**src/rtl/sdq_pkg.sv**
```systemverilog
package sdq_pkg;

    localparam int NBANK  = 4;
    localparam int BANK_W = $clog2(NBANK);
    localparam int ROW_W  = 13;
    localparam int COL_W  = 10;
    localparam int AP_BIT = 10;

    typedef enum logic [2:0] {
        CMD_NOP = 3'b111,
        CMD_ACT = 3'b011,
        CMD_RD  = 3'b101,
        CMD_WR  = 3'b100,
        CMD_PRE = 3'b010
    } cmd_e;

    typedef struct packed {
        logic              we;
        logic              ap;
        logic [BANK_W-1:0] bank;
        logic [ROW_W-1:0]  row;
        logic [COL_W-1:0]  col;
    } req_t;

    typedef struct packed {
        cmd_e              cmd;
        logic [BANK_W-1:0] bank;
        logic [ROW_W-1:0]  addr;
    } bus_t;

    function automatic logic [ROW_W-1:0] col_addr(input logic [COL_W-1:0] c,
                                                  input logic ap);
        logic [ROW_W-1:0] r;
        r = '0;
        r[COL_W-1:0] = c;
        r[AP_BIT] = ap;
        return r;
    endfunction

    function automatic bit is_col(input cmd_e c);
        return (c == CMD_RD) || (c == CMD_WR);
    endfunction

endpackage

```
**src/rtl/sdq_bank_table.sv**
```systemverilog
module sdq_bank_table
    import sdq_pkg::*;
#(
    parameter int T_RCD  = 3,
    parameter int T_RP   = 3,
    parameter int T_APRE = 5
) (
    input  logic                         clk,
    input  logic                         rst,
    input  logic                         ev_act,
    input  logic                         ev_pre,
    input  logic                         ev_close_ap,
    input  logic [BANK_W-1:0]            ev_bank,
    input  logic [ROW_W-1:0]             ev_row,
    output logic [NBANK-1:0]             open_o,
    output logic [NBANK-1:0][ROW_W-1:0]  row_o,
    output logic [NBANK-1:0]             rcd_ok_o,
    output logic [NBANK-1:0]             pre_ok_o
);

    localparam int TMAX = (T_RCD > T_RP) ? ((T_RCD > T_APRE) ? T_RCD : T_APRE)
                                         : ((T_RP > T_APRE) ? T_RP : T_APRE);
    localparam int CW = $clog2(TMAX + 1);
    localparam logic [CW-1:0] LD_RCD  = CW'(T_RCD - 1);
    localparam logic [CW-1:0] LD_RP   = CW'(T_RP - 1);
    localparam logic [CW-1:0] LD_APRE = CW'(T_APRE - 1);

    for (genvar b = 0; b < NBANK; b++) begin : g_bank
        logic             open_q;
        logic [ROW_W-1:0] row_q;
        logic [CW-1:0]    rcd_q;
        logic [CW-1:0]    pre_q;
        logic             sel;

        assign sel = (ev_bank == BANK_W'(b));

        always_ff @(posedge clk) begin
            if (rst) begin
                open_q <= 1'b0;
                row_q  <= '0;
                rcd_q  <= '0;
                pre_q  <= '0;
            end else begin
                if (rcd_q != '0) rcd_q <= rcd_q - 1'b1;
                if (pre_q != '0) pre_q <= pre_q - 1'b1;
                if (sel && ev_act) begin
                    open_q <= 1'b1;
                    row_q  <= ev_row;
                    rcd_q  <= LD_RCD;
                end
                if (sel && ev_pre) begin
                    open_q <= 1'b0;
                    pre_q  <= LD_RP;
                end
                if (sel && ev_close_ap) begin
                    open_q <= 1'b0;
                    pre_q  <= LD_APRE;
                end
            end
        end

        assign open_o[b]   = open_q;
        assign row_o[b]    = row_q;
        assign rcd_ok_o[b] = (rcd_q == '0);
        assign pre_ok_o[b] = (pre_q == '0);

        // a row may only be opened in a closed bank whose precharge time has run out
        p_act_when_free_r3: assert property (@(posedge clk) disable iff (rst)
            (sel && ev_act) |-> (!open_q && pre_q == '0));

        // a bank is only closed while it holds a row
        p_pre_only_open_r5: assert property (@(posedge clk) disable iff (rst)
            (sel && ev_pre) |-> open_q);
    end

endmodule

```
**src/rtl/sdq_cmd_pick.sv**
```systemverilog
module sdq_cmd_pick
    import sdq_pkg::*;
(
    input  logic                         pend_v,
    input  req_t                         pend,
    input  logic [NBANK-1:0]             open_i,
    input  logic [NBANK-1:0][ROW_W-1:0]  row_i,
    input  logic [NBANK-1:0]             rcd_ok_i,
    input  logic [NBANK-1:0]             pre_ok_i,
    output bus_t                         nxt_o,
    output logic                         done_o
);

    logic [BANK_W-1:0] b;
    assign b = pend.bank;

    always_comb begin
        nxt_o.cmd  = CMD_NOP;
        nxt_o.bank = '0;
        nxt_o.addr = '0;
        done_o     = 1'b0;
        if (pend_v) begin
            if (open_i[b]) begin
                if (row_i[b] == pend.row) begin
                    if (rcd_ok_i[b]) begin
                        nxt_o.cmd  = pend.we ? CMD_WR : CMD_RD;
                        nxt_o.bank = b;
                        nxt_o.addr = col_addr(pend.col, pend.ap);
                        done_o     = 1'b1;
                    end
                end else begin
                    nxt_o.cmd  = CMD_PRE;
                    nxt_o.bank = b;
                end
            end else if (pre_ok_i[b]) begin
                nxt_o.cmd  = CMD_ACT;
                nxt_o.bank = b;
                nxt_o.addr = pend.row;
            end
        end
    end

endmodule

```
**src/rtl/sdram_cmd_seq.sv**
```systemverilog
module sdram_cmd_seq
    import sdq_pkg::*;
#(
    parameter int T_RCD  = 3,
    parameter int T_RP   = 3,
    parameter int T_APRE = 5
) (
    input  logic        clk,
    input  logic        rst,
    input  logic        req_valid,
    output logic        req_ready,
    input  logic        req_we,
    input  logic        req_ap,
    input  logic [1:0]  req_bank,
    input  logic [12:0] req_row,
    input  logic [9:0]  req_col,
    output logic [2:0]  cmd_o,
    output logic [1:0]  cmd_bank_o,
    output logic [12:0] cmd_addr_o
);

    logic                         pend_v;
    req_t                         pend_q;
    bus_t                         nxt;
    bus_t                         bus_q;
    logic                         done;
    logic [NBANK-1:0]             open_w;
    logic [NBANK-1:0][ROW_W-1:0]  row_w;
    logic [NBANK-1:0]             rcd_ok_w;
    logic [NBANK-1:0]             pre_ok_w;

    assign req_ready = !pend_v || done;

    always_ff @(posedge clk) begin
        if (rst) begin
            pend_v <= 1'b0;
            pend_q <= '0;
        end else if (req_valid && req_ready) begin
            pend_v <= 1'b1;
            pend_q <= '{we: req_we, ap: req_ap, bank: req_bank, row: req_row, col: req_col};
        end else if (done) begin
            pend_v <= 1'b0;
        end
    end

    sdq_cmd_pick u_pick (
        .pend_v   (pend_v),
        .pend     (pend_q),
        .open_i   (open_w),
        .row_i    (row_w),
        .rcd_ok_i (rcd_ok_w),
        .pre_ok_i (pre_ok_w),
        .nxt_o    (nxt),
        .done_o   (done)
    );

    sdq_bank_table #(.T_RCD(T_RCD), .T_RP(T_RP), .T_APRE(T_APRE)) u_tab (
        .clk         (clk),
        .rst         (rst),
        .ev_act      (nxt.cmd == CMD_ACT),
        .ev_pre      (nxt.cmd == CMD_PRE),
        .ev_close_ap (done && pend_q.ap),
        .ev_bank     (nxt.bank),
        .ev_row      (nxt.addr),
        .open_o      (open_w),
        .row_o       (row_w),
        .rcd_ok_o    (rcd_ok_w),
        .pre_ok_o    (pre_ok_w)
    );

    always_ff @(posedge clk) begin
        if (rst) begin
            bus_q <= '{cmd: CMD_NOP, bank: '0, addr: '0};
        end else begin
            bus_q <= nxt;
        end
    end

    assign cmd_o      = bus_q.cmd;
    assign cmd_bank_o = bus_q.bank;
    assign cmd_addr_o = bus_q.addr;

    // an ACTIVE on the bus leaves its bank open on that row
    p_act_opens_r3: assert property (@(posedge clk) disable iff (rst)
        (bus_q.cmd == CMD_ACT) |-> (open_w[bus_q.bank] && row_w[bus_q.bank] == bus_q.addr));

    // a PRECHARGE on the bus leaves its bank closed
    p_pre_closes_r5: assert property (@(posedge clk) disable iff (rst)
        (bus_q.cmd == CMD_PRE) |-> !open_w[bus_q.bank]);

    // a plain column command leaves its row open
    p_col_keeps_open_r4: assert property (@(posedge clk) disable iff (rst)
        (is_col(bus_q.cmd) && !bus_q.addr[AP_BIT]) |-> open_w[bus_q.bank]);

    // a column command with auto-precharge leaves its bank closed
    p_ap_closes_r6: assert property (@(posedge clk) disable iff (rst)
        (is_col(bus_q.cmd) && bus_q.addr[AP_BIT]) |-> !open_w[bus_q.bank]);

    // with nothing pending, the next bus cycle is NOP
    p_idle_nop_r8: assert property (@(posedge clk) disable iff (rst)
        !pend_v |=> (bus_q.cmd == CMD_NOP));

endmodule

```
**config.mk**
```make
export PLATFORM = sky130hd
export DESIGN_NAME = sdram_cmd_seq
export DESIGN_NICKNAME = d
export VERILOG_FILES = /design/src/rtl/sdq_pkg.sv /design/src/rtl/sdq_bank_table.sv /design/src/rtl/sdq_cmd_pick.sv /design/src/rtl/sdram_cmd_seq.sv
export SDC_FILE = /design/constraint.sdc
export NUM_CORES = 1
export LEC_CHECK = 0
export ABC_AREA = 0
export BUFFER_PORTS_ARGS = -buffer_cell sky130_fd_sc_hd__buf_2
export CORE_MARGIN = 3
export CORE_UTILIZATION = 30
export CTS_CLUSTER_DIAMETER = 200
export CTS_CLUSTER_SIZE = 40
export DETAILED_ROUTE_END_ITERATION = 6
export PLACE_DENSITY = 0.51
export SETUP_SLACK_MARGIN = 0.3
export SYNTH_ARGS = -nofsm -noshare
export SYNTH_HDL_FRONTEND = slang
export SYNTH_HIERARCHICAL = 1
export SYNTH_SLANG_ARGS = --single-unit
```
**constraint.sdc**
```tcl
create_clock -name clk -period 3.2 [get_ports clk]
set_clock_uncertainty 0.05 [all_clocks]
set_input_delay 0.32 -clock clk [delete_from_list [all_inputs] [get_ports clk]]
set_output_delay 0.32 -clock clk [all_outputs]
set_load 0.01 [all_outputs]
```
==> results of run 1 <==
-- power breakdown --
part           switching, mW  internal (mW)
Combinational          0.484          0.451
Clock                  0.717           1.25
Sequential            0.0812           1.67
Total                   1.28           3.37
-- stage by stage --
step	instance area, µm²	setup WS (ps)
after detailed placement	6430	-21.7
after CTS	7350	105
after global routing	7650	-78.0
after floorplan	5920	173
final	7650	64.8
after global placement	6430	79.4
-- layout make-up --
cell class	count	area (µm²)
Inverter	13	48.8
Clock inverter	12	161
Tap cell	260	325
Multi-Input combinational cell	428	3120
Clock buffer	20	447
Fill cell	1858	11400
Sequential cell	126	2530
Timing Repair Buffer	106	1020
-- timing repair --
action                     in CTS  in global routing
cloned                          2                  5
resized for setup              33                 29
setup endpoints to repair      88                118
pin swaps                      23                 11
buffers inserted               20                  8
-- state kept, by name, indices dropped and copies added (netlist names) --
name / flops
cmd_addr_o: 13
cmd_bank_o: 2
cmd_o: 3
pend_q: 27
pend_v: 1
u_tab/g_bank.open_q: 4
u_tab/g_bank.pre_q: 12
u_tab/g_bank.rcd_q: 12
u_tab/g_bank.row_q: 52
-- cell usage in the layout, fill, tap and decap left out, drive strengths merged, types with 4 or more instances in the layout --
cell,instances
dfxtp,126
buf,101
nand2,83
a21oi,75
nor2,37
nand3,31
a21bo,27
clkbuf,25
xor2,21
nor2b,16
mux4,16
mux2i,15
inv,15
ha,12
a32o,11
nor3,10
nand3b,9
a31oi,6
o21ai,6
a211oi,6
or2,5
and2,4
a21o,4
mux2,4
clkinv,4
nor4,4
-- metal layers --
metal	track usage, %	wire length (µm)
met1	19.0	7370
met3	3.94	756
met4	5.69	204
met2	21.9	7420
met5	0	0
-- final timing paths --
path / from / to / slack (ps) / cells past startpoint
setup / recovery: pend_q[23] / u_tab/g_bank[0].row_q[9] / 60 / 12
hold / removal: req_col[3] / pend_q[3] / 110 / 3
setup reg to reg: pend_q[23] / u_tab/g_bank[0].row_q[9] / 60 / 12
hold reg to reg: u_tab/g_bank[3].row_q[4] / u_tab/g_bank[3].row_q[4] / 400 / 2
-- cells by family (layout without fill, tap and decap cells) --
group,Yosys count,count (layout),synth area share (%)
multiplexers,35,35,9.77
buffers and inverters,65,151,6.89
adder cells (fa/ha/maj),12,12,2.54
AO/OA/AOI/OAI,145,145,17.3
AND/OR/NAND/NOR,215,215,17.7
XOR/XNOR,21,21,3.11
flip-flops,126,126,42.6
-- worst max-delay path: stages, from the launching register on --
cell and delay (ps):
dfxtp_4 390, buf_12 140, mux4_2 520, xor2_1 170, nor4_1 300, and4_4 300
a21o_1 130, and3b_2 230, nor3b_4 250, buf_6 140, buf_12 130, mux2i_1 190
nor2_1 60
==> out/qor.txt, run 1 <==
status - completed
Total Die Area - 0.0214 mm²
Final Non-Filler Cells - 965
Clock Path Buffers - 2
CP Class - reg -> reg
Pwr per Cell Area - 609 mW/mm²
final period utilization - 98.0%
register bit total from synthesis - 126
Fmax achieved - 319 MHz
most frequently used flop master after synthesis - dfxtp_1
maximum vdd drop - 0.272 mV
startpoint types - register
Post-CTS Hold Buffers - 0
pin count of the biggest net entering global routing - 82
total global routing overflow - 0
Area contributors post-synth - dfxtp_1 (43%), a21oi_1 (5.4%), nand2_1 (5.3%), mux4_2 (3.8%), xor2_1 (3.1%)
antenna cells - 0
starting density of the core - 31.1%
most frequent cells after synthesis - dfxtp_1 (126), nand2_1 (83), a21oi_1 (64), nor2_1 (35), nand3_1 (31)
via density per instance - 4.93
# IOs - 49
Worst Max-Slew Pin Slew - 953 ps
final count of hold timing violations - 0
final slew viol count - 0
Net Count, Synth - 661
Worst Path Arrival - 3380 ps
Distinct cells, synth - 49
vias in the first global route - 4,511
Final ANT Viol Nets - 0
LEAKAGE - 3.02 nW
hold crit path type - in -> reg
IO Port Bufs - 48
NumNets Final - 734
Post-Place Cells - 898
die height - 146 µm
Starting DRT DRC Count - 296
Final Util - 40.2%
WL per Instance - 16.3 µm
Synth Area per Inst - 9.56 µm²
most area-hungry cell type in the Yosys netlist - dfxtp_1
RSZ-0062 raised after global routing - yes
Synth Instances - 619
CP Max Fanout - 8
CP endpoint kind - register
H-tree Lvls - 4
antenna violations before repair - 0
share of the synthesized area in the top cell type - 42.6%
Seq/Total Area, Yosys - 42.6%
Total Routing Usage GR - 14.3%
Overall Power - 4.66 mW
Synth-to-Final Area Change - 29.2%
Std-Cell Rows - 50
headroom to the max-slew limit - 36.4%
Post-DP HPWL - 9790 µm
Clk Latency, worst-skew pair - 420 ps
Required @ worst endpoint - 3450 ps
Post-Route Setup TNS - 0 ps
core area - 0.0190 mm²
DIE WIDTH - 146 µm
DR DRC count - 0
mapped cell area - 0.00592 mm²
asr flop ratio synth - 0%
TritonCTS clock tree - done
Post-synth EDFFs - 0
yosys warns - 6
Hold WS - 108 ps
Vias - 4,756
clock root buffer master - clkbuf_16
Worst-path clk slew - 60 ps
clock sinks - 126
Maximum Capacitance Violations - 0
first-pass detailed-route iteration total - 5
Final Setup Violations - 0
most common cell in the netlist - dfxtp_1
fin crit period - 3140 ps
total CTS buffers - 17
Routed WL - 15,800 µm
layout cell share with drive strength beyond 1 - 32.3%
first-pass GRT wire length - 24,500 µm
routability cong. - 0.800
(Power assumes the default switching activity.)
==> run 2, diff against run 1 <==
--- a/config.mk
+++ b/config.mk
@@ -16,5 +16,4 @@
 export SETUP_SLACK_MARGIN = 0.3
 export SYNTH_ARGS = -nofsm -noshare
 export SYNTH_HDL_FRONTEND = slang
-export SYNTH_HIERARCHICAL = 1
 export SYNTH_SLANG_ARGS = --single-unit
==> run 2 against run 1 <==
Effect of this change:
- core utilization decreased by 2.0 points
- synthesized area decreased by 1.6%
- final area down 5.6%
- via count grew 12%
- power shrank 4.5%
- clock power grew 8%
- register-to-register slack better by 300 ps
- critical endpoint is now req_ready
- sequential power decreased by 2%
- first-iteration DRC count rose by 48%
- global-route usage up 2.7 points
==> out/qor.txt, run 2 <==
status - completed (unchanged)
first-pass GRT wire length - 29,000 µm (was 24,500 µm)
maximum vdd drop - 0.336 mV (was 0.272 mV)
most common cell after layout, fill and taps aside - dfxtp_1 (unchanged)
first-pass detailed-route iteration total - 5 (unchanged)
fin crit period - 2910 ps (was 3140 ps)
Distinct cells, synth - 53 (was 49)
Net Count, Synth - 676 (was 661)
Post-DP HPWL - 11,000 µm (was 9790 µm)
most common cell in the netlist - dfxtp_1 (unchanged)
Most flops, register - u_tab.g_bank.row_q (was u_tab/g_bank.row_q)
Std-Cell Rows - 50 (unchanged)
Synth Area per Inst - 9.01 µm² (was 9.56 µm²)
die height - 145 µm (was 146 µm)
Slowest cell on crit path - mux4_2 (unchanged)
# IOs - 49 (unchanged)
startpoint types - register (unchanged)
Vias - 5,334 (was 4,756)
starting density of the core - 30.8% (was 31.1%)
most frequent cells after synthesis - dfxtp_1 (126), nor2_1 (83), nand2_1 (56), a21oi_1 (49), clkbuf_1 (36) (was dfxtp_1 (126), nand2_1 (83), a21oi_1 (64), nor2_1 (35), nand3_1 (31))
pin count of the biggest net entering global routing - 40 (was 82)
NumNets Final - 725 (was 734)
DIE WIDTH - 145 µm (was 146 µm)
clock root buffer master - clkbuf_16 (unchanged)
Post-Place Cells - 924 (was 898)
Worst Max-Slew Pin Slew - 1050 ps (was 953 ps)
final period utilization - 91.1% (was 98.0%)
via density per instance - 5.51 (was 4.93)
clock sinks - 126 (unchanged)
Final ANT Viol Nets - 0 (unchanged)
final instance area - 0.00722 mm² (was 0.00765 mm²)
Synth Instances - 646 (was 619)
TritonCTS clock tree - done (unchanged)
CP endpoint kind - output port (was register)
post-synthesis mux area share - 6.49% (was 9.77%)
RSZ-0062 raised after global routing - yes (unchanged)
Final Non-Filler Cells - 968 (was 965)
Final Setup Violations - 0 (unchanged)
Post-Route Setup TNS - 0 ps (unchanged)
Worst-path clk slew - 60 ps (about the same)
routability cong. - 0.776 (was 0.800)
adder-cell share of the synthesized area - 0% (was 2.54%)
total global routing overflow - 0 (unchanged)
xor/xnor share of the synthesized area - 1.96% (was 3.11%)
Total Die Area - 0.0211 mm² (was 0.0214 mm²)
hold crit path type - in -> reg (unchanged)
register bit total from synthesis - 126 (unchanged)
antenna violations before repair - 0 (unchanged)
LEAKAGE - 2.75 nW (was 3.02 nW)
mapped cell area - 0.00582 mm² (was 0.00592 mm²)
Required @ worst endpoint - 2830 ps (was 3450 ps)
Post-synth EDFFs - 0 (unchanged)
Final Util - 38.2% (was 40.2%)
most frequently used flop master after synthesis - dfxtp_1 (unchanged)
Pwr per Cell Area - 616 mW/mm² (was 609 mW/mm²)
final slew viol count - 0 (unchanged)
Total Routing Usage GR - 17.0% (was 14.3%)
final count of hold timing violations - 0 (unchanged)
compound-gate portion of the synthesized area - 18.9% (was 17.3%)
Seq/Total Area, Yosys - 43.3% (was 42.6%)
peak per-stage delay on the critical path - 500 ps (was 520 ps)
most area-hungry cell type in the Yosys netlist - dfxtp_1 (unchanged)
vias in the first global route - 5,400 (was 4,511)
Clk Latency, worst-skew pair - 420 ps (about the same)
headroom to the max-slew limit - 29.7% (was 36.4%)
Fmax achieved - 343 MHz (was 319 MHz)
reg-to-reg slack, setup - 360 ps (was 60 ps)
Maximum Capacitance Violations - 0 (unchanged)
core area - 0.0189 mm² (was 0.0190 mm²)
Routed WL - 18,200 µm (was 15,800 µm)
Synth-to-Final Area Change - 23.9% (was 29.2%)
Area contributors post-synth - dfxtp_1 (43%), mux4_2 (5.8%), nor2_1 (5.4%), a21oi_1 (4.2%), nand2_1 (3.6%) (was dfxtp_1 (43%), a21oi_1 (5.4%), nand2_1 (5.3%), mux4_2 (3.8%), xor2_1 (3.1%))
total CTS buffers - 17 (unchanged)
Largest register FFs - 52 (unchanged)
IO Port Bufs - 48 (unchanged)
most frequent cells in the layout - dfxtp_1 (124), nor2_1 (82), nand2_1 (56) (was dfxtp_1 (125), nand2_1 (83), a21oi_1 (59))
Cell Chain, Critical Path - buf_12, mux4_2, xor2_1, nor4_4, nand4_2, o21ai_2, buf_2 (was buf_12, mux4_2, xor2_1, nor4_1, and4_4, a21o_1, and3b_2, nor3b_4, buf_6, buf_12, mux2i_1, nor2_1)
asr flop ratio synth - 0% (unchanged)
Clock Path Buffers - 2 (unchanged)
layout cell share with drive strength beyond 1 - 23.0% (was 32.3%)
Overall Power - 4.45 mW (was 4.66 mW)
DR DRC count - 0 (unchanged)
CP Class - reg -> out (was reg -> reg)
largest family of logic cells by synthesized area - simple AND/OR/NAND/NOR gates (unchanged)
antenna cells - 0 (unchanged)
CP Max Fanout - 7 (was 8)
share of the synthesized area in the top cell type - 43.3% (was 42.6%)
Starting DRT DRC Count - 437 (was 296)
DP Area - 0.00637 mm² (was 0.00643 mm²)
WL per Instance - 18.8 µm (was 16.3 µm)
Worst Path Arrival - 2540 ps (was 3380 ps)
yosys warns - 0 (was 6)
Post-Synth Simple-Gate Area - 24.3% (was 17.7%)
H-tree Lvls - 4 (unchanged)
[run 2: cell types whose count changed after synthesis, sizes merged, moves of 26 or more]
cell    delta
a21bo     -27
a21oi     -26
o311ai    +27
nand4     +29
nand3     -28
nor2      +47
nand2     -26
and3      +27
[run 2: cell type report]
| cell class | count | area, µm² |
|---|---|---|
| clock buffer | 19 | 433 |
| tap | 260 | 325 |
| multi-input combinational | 459 | 3050 |
| clock inverter | 13 | 211 |
| fill | 1893 | 11700 |
| inverter | 8 | 30.0 |
| timing repair buffer | 83 | 643 |
| sequential | 126 | 2530 |
[run 2: worst paths after layout]
path / from / end / depth (start not counted)
max reg2reg: pend_q[23] / cmd_addr_o[5] / 11
max: pend_q[23] / req_ready / 7
min: req_col[8] / pend_q[8] / 3
min reg2reg: u_tab.g_bank[3].rcd_q[2] / u_tab.g_bank[3].rcd_q[2] / 2
[run 2: logic make-up after synthesis]
| family | count (synthesis) |
|---|---|
| xor gates and xnor gates | 13 |
| muxes | 19 |
| buffers and inverters | 61 |
| DFF | 126 |
| and+or+nand+nor | 274 |
| AOI/OAI and AO/OA | 153 |
[run 2: routing by layer]
metal	up-vias	track usage (%)	share of wire (%)
met2	210	27.8	48
met5	-	0	0
met4	0	6.13	1.4
met3	19	4.03	6.2
li1	2487	-	-
met1	2618	21.9	45
[run 2: through the flow]
stage,worst slack (ps),hold slack (ps)
after detailed placement,134,408
after global routing,231,96.9
after global placement,147,395
after CTS,236,73.1
final,286,91.1
after floorplan,665,386
[run 2: timing repair]
item	CTS	global route
gates resized for setup	7	4
setup buffers	5	3
endpoints found under the hold margin	0	0
gates cloned	1	3
hold buffers	0	0
pin swaps	3	2
endpoints found under the setup margin	84	20
[run 2: report_power, final]
| part | leakage (nW) | switching [mW] | internal, mW |
|---|---|---|---|
| logic | 1.41 | 0.364 | 0.248 |
| clock network | 0.312 | 0.736 | 1.39 |
| registers | 1.02 | 0.0700 | 1.64 |
| total | 2.75 | 1.17 | 3.28 |
[run 2: worst max-delay path: cells and delay by family (launching register included)]
kind / cells / cell delay (ps)
and+or+nand+nor: 2 / 560
muxes: 1 / 500
buffers and inverters: 2 / 300
xor gates and xnor gates: 1 / 190
DFF: 1 / 390
AOI/OAI and AO/OA: 1 / 180
==> run 3, diff against run 2 <==
--- a/config.mk
+++ b/config.mk
@@ -13,6 +13,7 @@
 export CTS_CLUSTER_SIZE = 40
 export DETAILED_ROUTE_END_ITERATION = 6
 export PLACE_DENSITY = 0.51
+export RECOVER_POWER = 25
 export SETUP_SLACK_MARGIN = 0.3
 export SYNTH_ARGS = -nofsm -noshare
 export SYNTH_HDL_FRONTEND = slang
==> run 3 against run 2 <==
Effect of this change:
- via count rose by 0.62%
- register-to-register slack got worse by 60 ps
- wire length barely moved
- non-clock buffer count did not move
- die area did not move
- core utilization fell by 0.39 points
- largest power group unchanged
==> out/qor.txt, run 3 (same netlist as run 2, synthesis figures left out) <==
vias in the first global route - 5,400 (unchanged)
Total Die Area - 0.0211 mm² (unchanged)
Routed WL - 18,100 µm (was 18,200 µm)
Std-Cell Rows - 50 (unchanged)
TritonCTS clock tree - done (unchanged)
total global routing overflow - 0 (unchanged)
final count of hold timing violations - 0 (unchanged)
Worst Max-Slew Pin Slew - 1070 ps (was 1050 ps)
Final Non-Filler Cells - 968 (unchanged)
hold crit path type - in -> reg (unchanged)
Synth-to-Final Area Change - 22.7% (was 23.9%)
core area - 0.0189 mm² (unchanged)
WL per Instance - 18.7 µm (was 18.8 µm)
maximum vdd drop - 0.337 mV (was 0.336 mV)
filler instances - 1,909 (was 1,893)
Cell Chain, Critical Path - buf_12, mux4_2, xor2_1, nor4_4, nand4_2, o21ai_2, buf_2 (unchanged)
starting density of the core - 30.8% (unchanged)
layout cell share with drive strength beyond 1 - 19.8% (was 23.0%)
Starting DRT DRC Count - 429 (was 437)
fin crit period - 2910 ps (about the same)
Post-CTS Hold Buffers - 0 (unchanged)
Largest register FFs - 52 (unchanged)
IO Port Bufs - 48 (unchanged)
Total Routing Usage GR - 17.0% (unchanged)
# IOs - 49 (unchanged)
Slowest cell on crit path - mux4_2 (unchanged)
Post-DP HPWL - 11,000 µm (unchanged)
Maximum Capacitance Violations - 0 (unchanged)
total CTS buffers - 17 (unchanged)
Worst Path Arrival - 2540 ps (about the same)
H-tree Lvls - 4 (unchanged)
RSZ-0062 raised after global routing - yes (unchanged)
clock sinks - 126 (unchanged)
Worst-path clk slew - 60 ps (about the same)
headroom to the max-slew limit - 28.3% (was 29.7%)
clock root buffer master - clkbuf_16 (unchanged)
peak per-stage delay on the critical path - 500 ps (about the same)
Clock Path Buffers - 2 (unchanged)
Post-Place Cells - 924 (unchanged)
NumNets Final - 725 (unchanged)
Final Setup Violations - 0 (unchanged)
via density per instance - 5.54 (was 5.51)
family with the most delay on the worst path - simple AND/OR/NAND/NOR gates (unchanged)
Pwr per Cell Area - 621 mW/mm² (was 616 mW/mm²)
first-pass detailed-route iteration total - 5 (unchanged)
multi-input combinational cell area - 0.00303 mm² (was 0.00305 mm²)
Most flops, register - u_tab.g_bank.row_q (unchanged)
LEAKAGE - 2.67 nW (was 2.75 nW)
Crit path buffers/inverters - 2 (unchanged)
CP Class - reg -> out (unchanged)
Final ANT Viol Nets - 0 (unchanged)
DIE WIDTH - 145 µm (unchanged)
first-pass GRT wire length - 29,000 µm (unchanged)
status - completed (unchanged)
Vias - 5,367 (was 5,334)
Clk Latency, worst-skew pair - 430 ps (was 420 ps)
Required @ worst endpoint - 2830 ps (about the same)
CP Max Fanout - 7 (unchanged)
most frequent cells in the layout - dfxtp_1 (124), nor2_1 (82), nand2_1 (56) (unchanged)
final slew viol count - 0 (unchanged)
CP endpoint kind - output port (unchanged)
most common cell after layout, fill and taps aside - dfxtp_1 (unchanged)
die height - 145 µm (unchanged)
Post-Route Setup TNS - 0 ps (unchanged)
antenna violations before repair - 0 (unchanged)
startpoint types - register (unchanged)
routability cong. - 0.776 (unchanged)
antenna cells - 0 (unchanged)
FF/Latch Area - 0.00253 mm² (unchanged)
final period utilization - 91.0% (was 91.1%)
Fmax achieved - 343 MHz (about the same)
DR DRC count - 0 (unchanged)
pin count of the biggest net entering global routing - 40 (unchanged)
[run 3: per-layer routing]
metal	vias to the layer above	wire [µm]	part of all wire [%]	GRT usage [%]
met5	-	0	0	0
met4	0	293	1.6	6.13
met3	22	1250	6.9	4.03
met2	225	8630	48	27.8
met1	2633	7970	44	21.9
li1	2487	-	-	-
[run 3: timing repair]
item,CTS,global route
hold endpoints to repair,0,0
setup buffers,5,3
cloned,1,3
pin swaps,3,2
setup endpoints to repair,84,20
resized for setup,7,4
[run 3: final timing paths]
check                            from                       end  slack [ps]  depth (start not counted)
max                        pend_q[23]                 req_ready         290                          7
min                        req_col[8]                 pend_q[8]          90                          3
max reg2reg                pend_q[23]             cmd_addr_o[5]         300                         11
min reg2reg  u_tab.g_bank[3].rcd_q[2]  u_tab.g_bank[3].rcd_q[2]         420                          2
[run 3: worst register-to-register path, stage by stage (launching register included)]
cell     delay (ps)
dfxtp_4         390
buf_12          140
buf_4           120
mux4_2          490
xor2_1          190
nor4_2          250
buf_4           170
and4_1          370
buf_12          190
and3_1          160
buf_4           180
a22o_1          150
[run 3: cell type report]
cell class,count,area share (%)
repair buffers,83,8.20
well taps,260,4.56
clock buffers,19,6.06
clock inverters,13,2.96
flip-flops and latches,126,35.4
inverters,8,0.420
multi-input cells,459,42.4
[run 3: metrics by stage]
step | cell area (µm²) | hold slack, ps | utilization (%) | power (mW) | setup slack [ps]
final | 7140 | 89.9 | 37.8 | 4.43 | 288
after global routing | 7140 | 96.9 | 37.8 | 4.60 | 173
after detailed placement | 6370 | 408 | 33.7 | 2.28 | 134
after floorplan | 5820 | 386 | - | 2.10 | 665
after CTS | 7100 | 73.1 | 37.6 | 4.44 | 236
after global placement | 6370 | 395 | 33.7 | 2.27 | 147
[run 3: power breakdown]
| group | switching, mW | total [mW] | internal (mW) | leakage, nW |
|---|---|---|---|---|
| combinational | 0.361 | 0.602 | 0.240 | 1.33 |
| sequential | 0.0694 | 1.71 | 1.64 | 1.02 |
| clock | 0.735 | 2.12 | 1.39 | 0.312 |
| total | 1.17 | 4.43 | 3.27 | 2.67 |
